`src/rtl/gp_pkg.sv`:
```
package gp_pkg;
  localparam int ADDR_W = 4;
  localparam int DATA_W = 8;

  localparam logic [ADDR_W-1:0] ADR_CTRL = 4'h0;
  localparam logic [ADDR_W-1:0] ADR_LIVE = 4'h1;
  localparam logic [ADDR_W-1:0] ADR_EVT  = 4'h2;
  localparam logic [ADDR_W-1:0] ADR_IEN  = 4'h3;
  localparam logic [ADDR_W-1:0] ADR_POL  = 4'h4;
endpackage

```
`src/rtl/gp_btn_edge.sv`:
```
module gp_btn_edge #(
  parameter int NBTN        = 4,
  parameter int SYNC_STAGES = 2
) (
  input  logic            clk,
  input  logic            rst,
  input  logic [NBTN-1:0] btn_raw,
  input  logic [NBTN-1:0] pol,
  output logic [NBTN-1:0] level,
  output logic [NBTN-1:0] edge_hit
);
  localparam int LAST = SYNC_STAGES - 1;

  for (genvar i = 0; i < NBTN; i++) begin : g_btn
    logic [SYNC_STAGES-1:0] chain;
    logic                   prev;

    always_ff @(posedge clk) begin
      if (rst) begin
        chain <= '0;
        prev  <= 1'b0;
      end else begin
        chain <= {chain[SYNC_STAGES-2:0], btn_raw[i]};
        prev  <= chain[LAST];
      end
    end

    assign level[i]    = chain[LAST];
    assign edge_hit[i] = pol[i] ? (chain[LAST] & ~prev) : (~chain[LAST] & prev);
  end
endmodule

```
`src/rtl/gp_pos_hold.sv`:
```
module gp_pos_hold #(
  parameter int POS_W = 16
) (
  input  logic             clk,
  input  logic             rst,
  input  logic             rdy,
  input  logic [POS_W-1:0] x_in,
  input  logic [POS_W-1:0] y_in,
  output logic [POS_W-1:0] x_q,
  output logic [POS_W-1:0] y_q
);
  always_ff @(posedge clk) begin
    if (rst) begin
      x_q <= '0;
      y_q <= '0;
    end else if (rdy) begin
      x_q <= x_in;
      y_q <= y_in;
    end
  end
endmodule

```
`src/rtl/gp_evt_status.sv`:
```
module gp_evt_status #(
  parameter int W = 6
) (
  input  logic         clk,
  input  logic         rst,
  input  logic [W-1:0] set,
  input  logic [W-1:0] clr,
  output logic [W-1:0] stat_q
);
  // a set arriving with a clear of the same bit keeps the bit
  always_ff @(posedge clk) begin
    if (rst) stat_q <= '0;
    else     stat_q <= (stat_q & ~clr) | set;
  end
endmodule

```
`src/rtl/gameport_irq_ctrl.sv`:
```
module gameport_irq_ctrl
  import gp_pkg::*;
#(
  parameter int NBTN        = 4,
  parameter int POS_W       = 16,
  parameter int SYNC_STAGES = 2
) (
  input  logic              clk,
  input  logic              rst,
  input  logic [ADDR_W-1:0] bus_addr,
  input  logic              bus_rd,
  input  logic              bus_wr,
  input  logic [DATA_W-1:0] bus_wdata,
  output logic [DATA_W-1:0] bus_rdata,
  input  logic [NBTN-1:0]   btn_in,
  input  logic [POS_W-1:0]  pos_a_x,
  input  logic [POS_W-1:0]  pos_a_y,
  input  logic              pos_a_rdy,
  input  logic [POS_W-1:0]  pos_b_x,
  input  logic [POS_W-1:0]  pos_b_y,
  input  logic              pos_b_rdy,
  output logic              irq
);
  localparam int NDEV = 2;
  localparam int NSRC = NBTN + NDEV;

  logic              mode_q;
  logic [NSRC-1:0]   ien_q;
  logic [NBTN-1:0]   pol_q;
  logic [NSRC-1:0]   evt_q;
  logic [NSRC-1:0]   evt_set;
  logic [NSRC-1:0]   evt_clr;
  logic [NBTN-1:0]   btn_level;
  logic [NBTN-1:0]   btn_hit;
  logic [NDEV-1:0]   rdy_in;
  logic [POS_W-1:0]  x_in   [NDEV];
  logic [POS_W-1:0]  y_in   [NDEV];
  logic [POS_W-1:0]  x_hold [NDEV];
  logic [POS_W-1:0]  y_hold [NDEV];
  logic [DATA_W-1:0] rd_mux;
  logic [POS_W-1:0]  pos_word;

  assign x_in[0] = pos_a_x;
  assign y_in[0] = pos_a_y;
  assign x_in[1] = pos_b_x;
  assign y_in[1] = pos_b_y;
  assign rdy_in  = {pos_b_rdy, pos_a_rdy};

  gp_btn_edge #(.NBTN(NBTN), .SYNC_STAGES(SYNC_STAGES)) u_btn (
    .clk      (clk),
    .rst      (rst),
    .btn_raw  (btn_in),
    .pol      (pol_q),
    .level    (btn_level),
    .edge_hit (btn_hit)
  );

  for (genvar d = 0; d < NDEV; d++) begin : g_dev
    gp_pos_hold #(.POS_W(POS_W)) u_hold (
      .clk  (clk),
      .rst  (rst),
      .rdy  (rdy_in[d]),
      .x_in (x_in[d]),
      .y_in (y_in[d]),
      .x_q  (x_hold[d]),
      .y_q  (y_hold[d])
    );
  end

  // configuration registers
  always_ff @(posedge clk) begin
    if (rst) begin
      mode_q <= 1'b0;
      ien_q  <= '0;
      pol_q  <= '0;
    end else if (bus_wr) begin
      case (bus_addr)
        ADR_CTRL: mode_q <= bus_wdata[0];
        ADR_IEN:  ien_q  <= bus_wdata[NSRC-1:0];
        ADR_POL:  pol_q  <= bus_wdata[NBTN-1:0];
        default:  ;
      endcase
    end
  end

  // events only latch in enhanced mode
  assign evt_set = mode_q ? {rdy_in, btn_hit} : '0;
  assign evt_clr = (bus_wr && bus_addr == ADR_EVT) ? bus_wdata[NSRC-1:0] : '0;

  gp_evt_status #(.W(NSRC)) u_evt (
    .clk    (clk),
    .rst    (rst),
    .set    (evt_set),
    .clr    (evt_clr),
    .stat_q (evt_q)
  );

  always_ff @(posedge clk) begin
    if (rst) irq <= 1'b0;
    else     irq <= mode_q & (|(evt_q & ien_q));
  end

  // read path: address bit 2 = device, bit 1 = axis, bit 0 = byte
  assign pos_word = bus_addr[1] ? y_hold[bus_addr[2]] : x_hold[bus_addr[2]];

  always_comb begin
    rd_mux = '0;
    if (bus_addr[3]) begin
      rd_mux = pos_word[{bus_addr[0], 3'b000} +: DATA_W];
    end else begin
      case (bus_addr)
        ADR_CTRL: rd_mux[0]        = mode_q;
        ADR_LIVE: rd_mux[NBTN-1:0] = btn_level;
        ADR_EVT:  rd_mux[NSRC-1:0] = evt_q;
        ADR_IEN:  rd_mux[NSRC-1:0] = ien_q;
        ADR_POL:  rd_mux[NBTN-1:0] = pol_q;
        default:  rd_mux = '0;
      endcase
    end
  end

  always_ff @(posedge clk) begin
    if (rst)         bus_rdata <= '0;
    else if (bus_rd) bus_rdata <= rd_mux;
  end
endmodule

```
`config.mk`:
```
export PLATFORM = sky130hd
export DESIGN_NAME = gameport_irq_ctrl
export DESIGN_NICKNAME = d
export VERILOG_FILES = /design/src/rtl/gp_pkg.sv /design/src/rtl/gp_btn_edge.sv /design/src/rtl/gp_pos_hold.sv /design/src/rtl/gp_evt_status.sv /design/src/rtl/gameport_irq_ctrl.sv
export SDC_FILE = /design/constraint.sdc
export NUM_CORES = 1
export LEC_CHECK = 0
export ABC_CLOCK_PERIOD_IN_PS = 1800
export CAP_MARGIN = 20
export CORE_MARGIN = 2
export CORE_UTILIZATION = 50
export DETAILED_ROUTE_END_ITERATION = 10
export PLACE_DENSITY = 0.81
export RECOVER_POWER = 50
export REMOVE_ABC_BUFFERS = 1
export SYNTH_ARGS = -nofsm -noshare
export SYNTH_HDL_FRONTEND = slang
export SYNTH_SLANG_ARGS = --single-unit
```
`constraint.sdc`:
```
create_clock -name clk -period 1.8 [get_ports clk]
set_clock_uncertainty 0.15 [all_clocks]
set_input_delay 0.27 -clock clk [delete_from_list [all_inputs] [get_ports clk]]
set_output_delay 0.27 -clock clk [all_outputs]
set_load 0.01 [all_outputs]
```
After elaboration in Yosys (flattened, before gate mapping):

Index checks and enable logic that the tools add are counted.

* output and inout bits: 9
* word-level logic and storage cells: 69
* register bits after elaboration: 102
* input bits: 86

* equal/unequal tests: 4
* bitwise gates (word level): 22
* shift operators: 1
* reduce and logical (&&, ||, !) cells: 6
* order comparisons: 1
* multiplexer cells: 17

Operator list (count)
* $mux 16: 7
* $shiftx 16x5->8: 1
* $and 6x6->6: 2
* $mux 6: 2
* $pmux 3 s4: 1
* $and 1x1->1: 9
* $eq 4x2->1 const B: 2
* $mux 8: 1
* $not 1->1: 8
* $not 6->6: 1
* $or 6x6->6: 1
* $reduce_and 2->1: 3
* $reduce_or 6->1: 1
* $pmux 1 s5: 1
* $eq 4x1->1 const B: 1
* $eq 4x3->1 const B: 1
* $logic_not 4->1: 1
* $mux 1: 4
* $pmux 2 s2: 1
* $ge 2x2->1 const B: 1
* $not 1->2: 1
* $logic_and 1x1->1: 1

Longest topological paths before layout:

* depth after elaboration: 7
* depth in mapped cells: 7
* gate-level depth less buffers: 4

Modules after synthesis:

Synthesis repeated with hierarchy kept, for this count alone.

* cells, all modules: 439
* area, all modules: 4689.5 um^2

Modules (own cells, without submodules)
* gp_pos_hold: times used 2, area each 1163.6 um^2, seq. area each 640.6 um^2, cells an instance 103
* gameport_irq_ctrl: times used 1, area each 1630.3 um^2, seq. area each 400.4 um^2, cells an instance 168
* gp_btn_edge: times used 1, area each 476.7 um^2, seq. area each 240.2 um^2, cells an instance 41
* gp_evt_status: times used 1, area each 255.2 um^2, seq. area each 120.1 um^2, cells an instance 24

Least setup slack after synthesis:

Ideal clock, no wire load.

* kind: in2reg
* from: input port bus_addr[1]
* to: register bus_rdata[2]
* library setup time: 0.122 ns
* setup slack: 0.182 ns
* cell stages on the path: 4
* required time: 1.528 ns
* path buffers: 1
* arrival time: 1.346 ns
* path through: buf_6 > mux4_1 > a22o_1 > a221o_1

* word-level cells in the longest chain between the ends: 3
* elaborated cells between the ends (all ways): 8
* classes of those cells: eq/ne (4); shift (1); mux (3)

Ends and longest elaborated chain
* start, declared: line gameport_irq_ctrl.sv:10 `input logic [ADDR_W-1:0] bus_addr,`
* $mux 16 (tied with other cells): line gameport_irq_ctrl.sv:104 `assign pos_word = bus_addr[1] ? y_hold[bus_addr[2]] : x_hold[bus_addr[2]];`
* $shiftx 16x5->8 or $pmux 3 s4 (tied branches): line gameport_irq_ctrl.sv:109, gameport_irq_ctrl.sv:111
* $mux 8 (*): line gameport_irq_ctrl.sv:108 `if (bus_addr[3]) begin`
* end signal, assigned: line gameport_irq_ctrl.sv:124 `else if (bus_rd) bus_rdata <= rd_mux;`
* end, declared: line gameport_irq_ctrl.sv:14 `output logic [DATA_W-1:0] bus_rdata,`

Every way passes the cells marked *; elsewhere a longest branch is shown, timed or not.
A chain may end at the register's enable or synchronous reset.

Worst setup path in the final report:

* from: register bus_rdata[5]
* to: output port bus_rdata[5]

No word-level cell between the ends.

==> flow_summary.json <==
{
  "synthMuxAreaShare_pct": 27.49,
  "final_antenna_net_count": 0,
  "synth_adder_area_share_pct": 0,
  "status": "completed",
  "fin_nets": 619,
  "report.final.slew_viol_count": 0,
  "p_leak_nw": 2.454,
  "clock_latency_ns": 0.37,
  "swShare_pct": 23.73,
  "yosysWarnings": 0,
  "setup.worst_path.start_class": "flip-flop",
  "synthSimpleGateAreaFrac_pct": 15.94,
  "setup_tns_ns": 0,
  "die_y_um": 96.74,
  "final_layout_size_suffix_gt1_share_pct": 12.27,
  "rows": 33,
  "synth_top_area_share_pct": 47.48,
  "die_w_um": 96.74,
  "io_pins": 95,
  "ys_ff_latch": 102,
  "cp-end-kind": "output port",
  "hold_path.class": "in2reg",
  "synthesis.instances": 424,
  "synth_top_family_by_area": "multiplexers",
  "worst-path-buf-inv": 1,
  "antenna_cells": 0,
  "start_util_pct": 52.08,
  "crit_fanout": 2,
  "worstSetupPathType": "reg2out",
  "cts.sinks": 102,
  "tightest_slew_ns": 1.136,
  "post_dp_cell_area_mm2": 0.005508,
  "p_comb_share_pct": 13.8,
  "core_mm2": 0.008258,
  "worstHoldStart": "rst",
  "r2r_start": "g_dev[0].u_hold.y_q[9]$_SDFFE_PP0P_",
  "worstSetupStartpoint": "bus_rdata[5]$_SDFFE_PP0P_",
  "num_vias": 3442,
  "gr-total-overflow": 0,
  "crit_family": "buffers and inverters",
  "slew_headroom_pct": 24.28,
  "max-cap-violations": 0,
  "ys_seq_area_share_pct": 47.48,
  "io_buffers": 92,
  "p_int_w": 0.003534,
  "worst_slack_ns": 0.09179,
  "dp_hpwl_um": 7326,
  "ys_types": 36,
  "final_area_mm2": 0.005699,
  "min_period_over_period_pct": 94.90,
  "drc": 0,
  "cp_num_cells": 1,
  "fmax_mhz": 585.4,
  "yosysTopAreaCell": "dfxtp_1",
  "cellPowerDensity_mw_per_mm2": 812.9,
  "crit_chain": "clkdlybuf4s50_1",
  "numCtsBuffers": 9,
  "grt_usage_pct": 22.38,
  "worstPathArrival_ns": 1.29,
  "path_clk_slew_ns": 0.09,
  "synth_compound_area_share_pct": 5.557,
  "utilization_pct": 69.02,
  "clk_path_buf_depth": 2,
  "antenna_found_initial": 0,
  "cp.required_ns": 1.38,
  "p_switching_w": 0.001099,
  "crit_path_top_delay_cell": "clkdlybuf4s50_1",
  "detail_route.iter0.violations": 205,
  "wl_um": 10120,
  "wl_per_cell_um": 15.74,
  "power_frac_seq_pct": 52.2,
  "fin_crit_ns": 1.708,
  "globalplace.congestion": 0.8283,
  "cts_tree": "yes",
  "first_pass_iters": 5,
  "synth_area_leaders": "dfxtp_1 47%, mux2i_1 20%, nor2_1 7.8%",
  "htreeDepth": 3,
  "grt_first_pass_wirelength_um": 16950,
  "avgSynthCellArea_um2": 10.14,
  "fp.dieArea_mm2": 0.009359,
  "rsz0062_at_grt": "false",
  "setup_viol": 0,
  "hold_viol_final": 0,
  "grt_max_degree": 75,
  "clockRootBuffer": "clkbuf_8",
  "synthXorXnorAreaFrac_pct": 0.2037,
  "grt_pass1_vias": 3472,
  "max_stage_delay_ns": 0.57,
  "clockPowerShare_pct": 34.0,
  "whs_path_depth": 2,
  "r2r_cells": 3,
  "syn2layout_area_growth_pct": 32.53,
  "via_per_inst": 5.353,
  "fill_cells": 655,
  "vdd_drop_max_mv": 0.5649,
  "pre_cts_slack_ns": -0.4653,
  "netlist_area_mm2": 0.004300,
  "ctsHoldBuffers": 0
}
-- worst paths after layout --
| kind | to | slack, ns |
|---|---|---|
| worst max-delay path | bus_rdata[5] | 0.09 |
| worst min-delay path | g_dev[1].u_hold.y_q[11]$_SDFFE_PP0P_ | 0.11 |
| worst max register to register | bus_rdata[1]$_SDFFE_PP0P_ | 0.21 |
| worst min register to register | u_btn.g_btn[2].chain[1]$_SDFF_PP0_ | 0.30 |
-- through the flow --
step,hold slack [ns],total power (W),cells
floorplan,0.1891,0.002688,396
global placement,0.2709,0.003092,627
detailed placement,0.2765,0.003113,627
CTS,0.02573,0.004665,643
global route,0.1493,0.004810,643
finish,0.1090,0.004633,643
-- power by group through the flow --
stage	combinational (W)	clock (W)	sequential, W
2_1_floorplan	0.000234	0	0.00245
3_3_place_gp	0.000626	0	0.00247
3_5_place_dp	0.000644	0	0.00247
4_1_cts	0.000648	0.00160	0.00242
5_1_grt	0.000695	0.00168	0.00243
6_report	0.000640	0.00157	0.00242
-- per-layer routing --
metal	up-vias	part of all wire (%)	wire [um]	GRT usage (%)
met4	0	2.3	235	8.992
met2	100	49	4949	37.18
met1	1626	44	4469	28.91
li1	1699	-	-	-
met5	-	0	0	0
met3	17	4.6	469	4.046
-- sequential cells by signal (all words and copies together), names as in the netlist --
register	flops
g_dev.u_hold.y_q	32
bus_rdata	8
ien_q	6
g_dev.u_hold.x_q	32
u_evt.stat_q	6
u_btn.g_btn.prev	4
irq	1
mode_q	1
pol_q	4
u_btn.g_btn.chain	8
-- repair_timing --
| item | in CTS | in global routing |
|---|---|---|
| buffers inserted | 0 | 0 |
| gates resized for setup | 2 | 1 |
| setup endpoints to repair | 4 | 2 |
-- cell type report --
cell class                 instances  area, um2  share of cell area [%]
multi-input combinational        292       2116                   37.12
sequential                       102       2042                   35.83
timing repair buffer             126       1181                   20.72
tap                              105      131.4                   2.305
clock buffer                      10      127.6                   2.239
clock inverter                     6      93.84                   1.647
inverter                           2      7.507                  0.1317
-- cells by family after synthesis --
kind of cell              count (synthesis)
DFF                                     102
buffers and inverters                    30
xor gates and xnor gates                  1
AOI/OAI and AO/OA                        35
and+or+nand+nor                         154
muxes                                   102
-- layout by cell type (no fill, tap or decap), drive strengths merged, types with 9 or more instances in the layout --
cell type	count
nand2	23
mux4	12
nor2	89
dfxtp	102
clkbuf	14
a21oi	9
a22oi	9
clkdlybuf4s50	87
buf	33
nand3	14
nor2b	15
mux2i	87
-- synth_stat cells --
cell type / number
o31ai_1: 1
nor3b_1: 5
a31oi_1: 1
a22oi_1: 9
buf_6: 1
nor3b_2: 1
mux4_2: 10
dfxtp_1: 102
a311oi_1: 1
nand3_2: 1
nor2_1: 89
a221o_1: 2
buf_4: 3
nand3_1: 13
a22o_1: 2
clkbuf_1: 12
mux4_1: 2
buf_2: 9
a211o_1: 1
and4_1: 1
nand3b_1: 1
mux2_2: 3
or2_2: 1
nand2_1: 23
nand2b_1: 1
o211ai_1: 2
nand4_1: 2
inv_1: 2
xor2_1: 1
o21ai_0: 5
buf_1: 3
o32ai_1: 2
nor2b_1: 15
nor3_1: 1
a21oi_1: 9
mux2i_1: 87
Power figures use the tool's default switching activity.
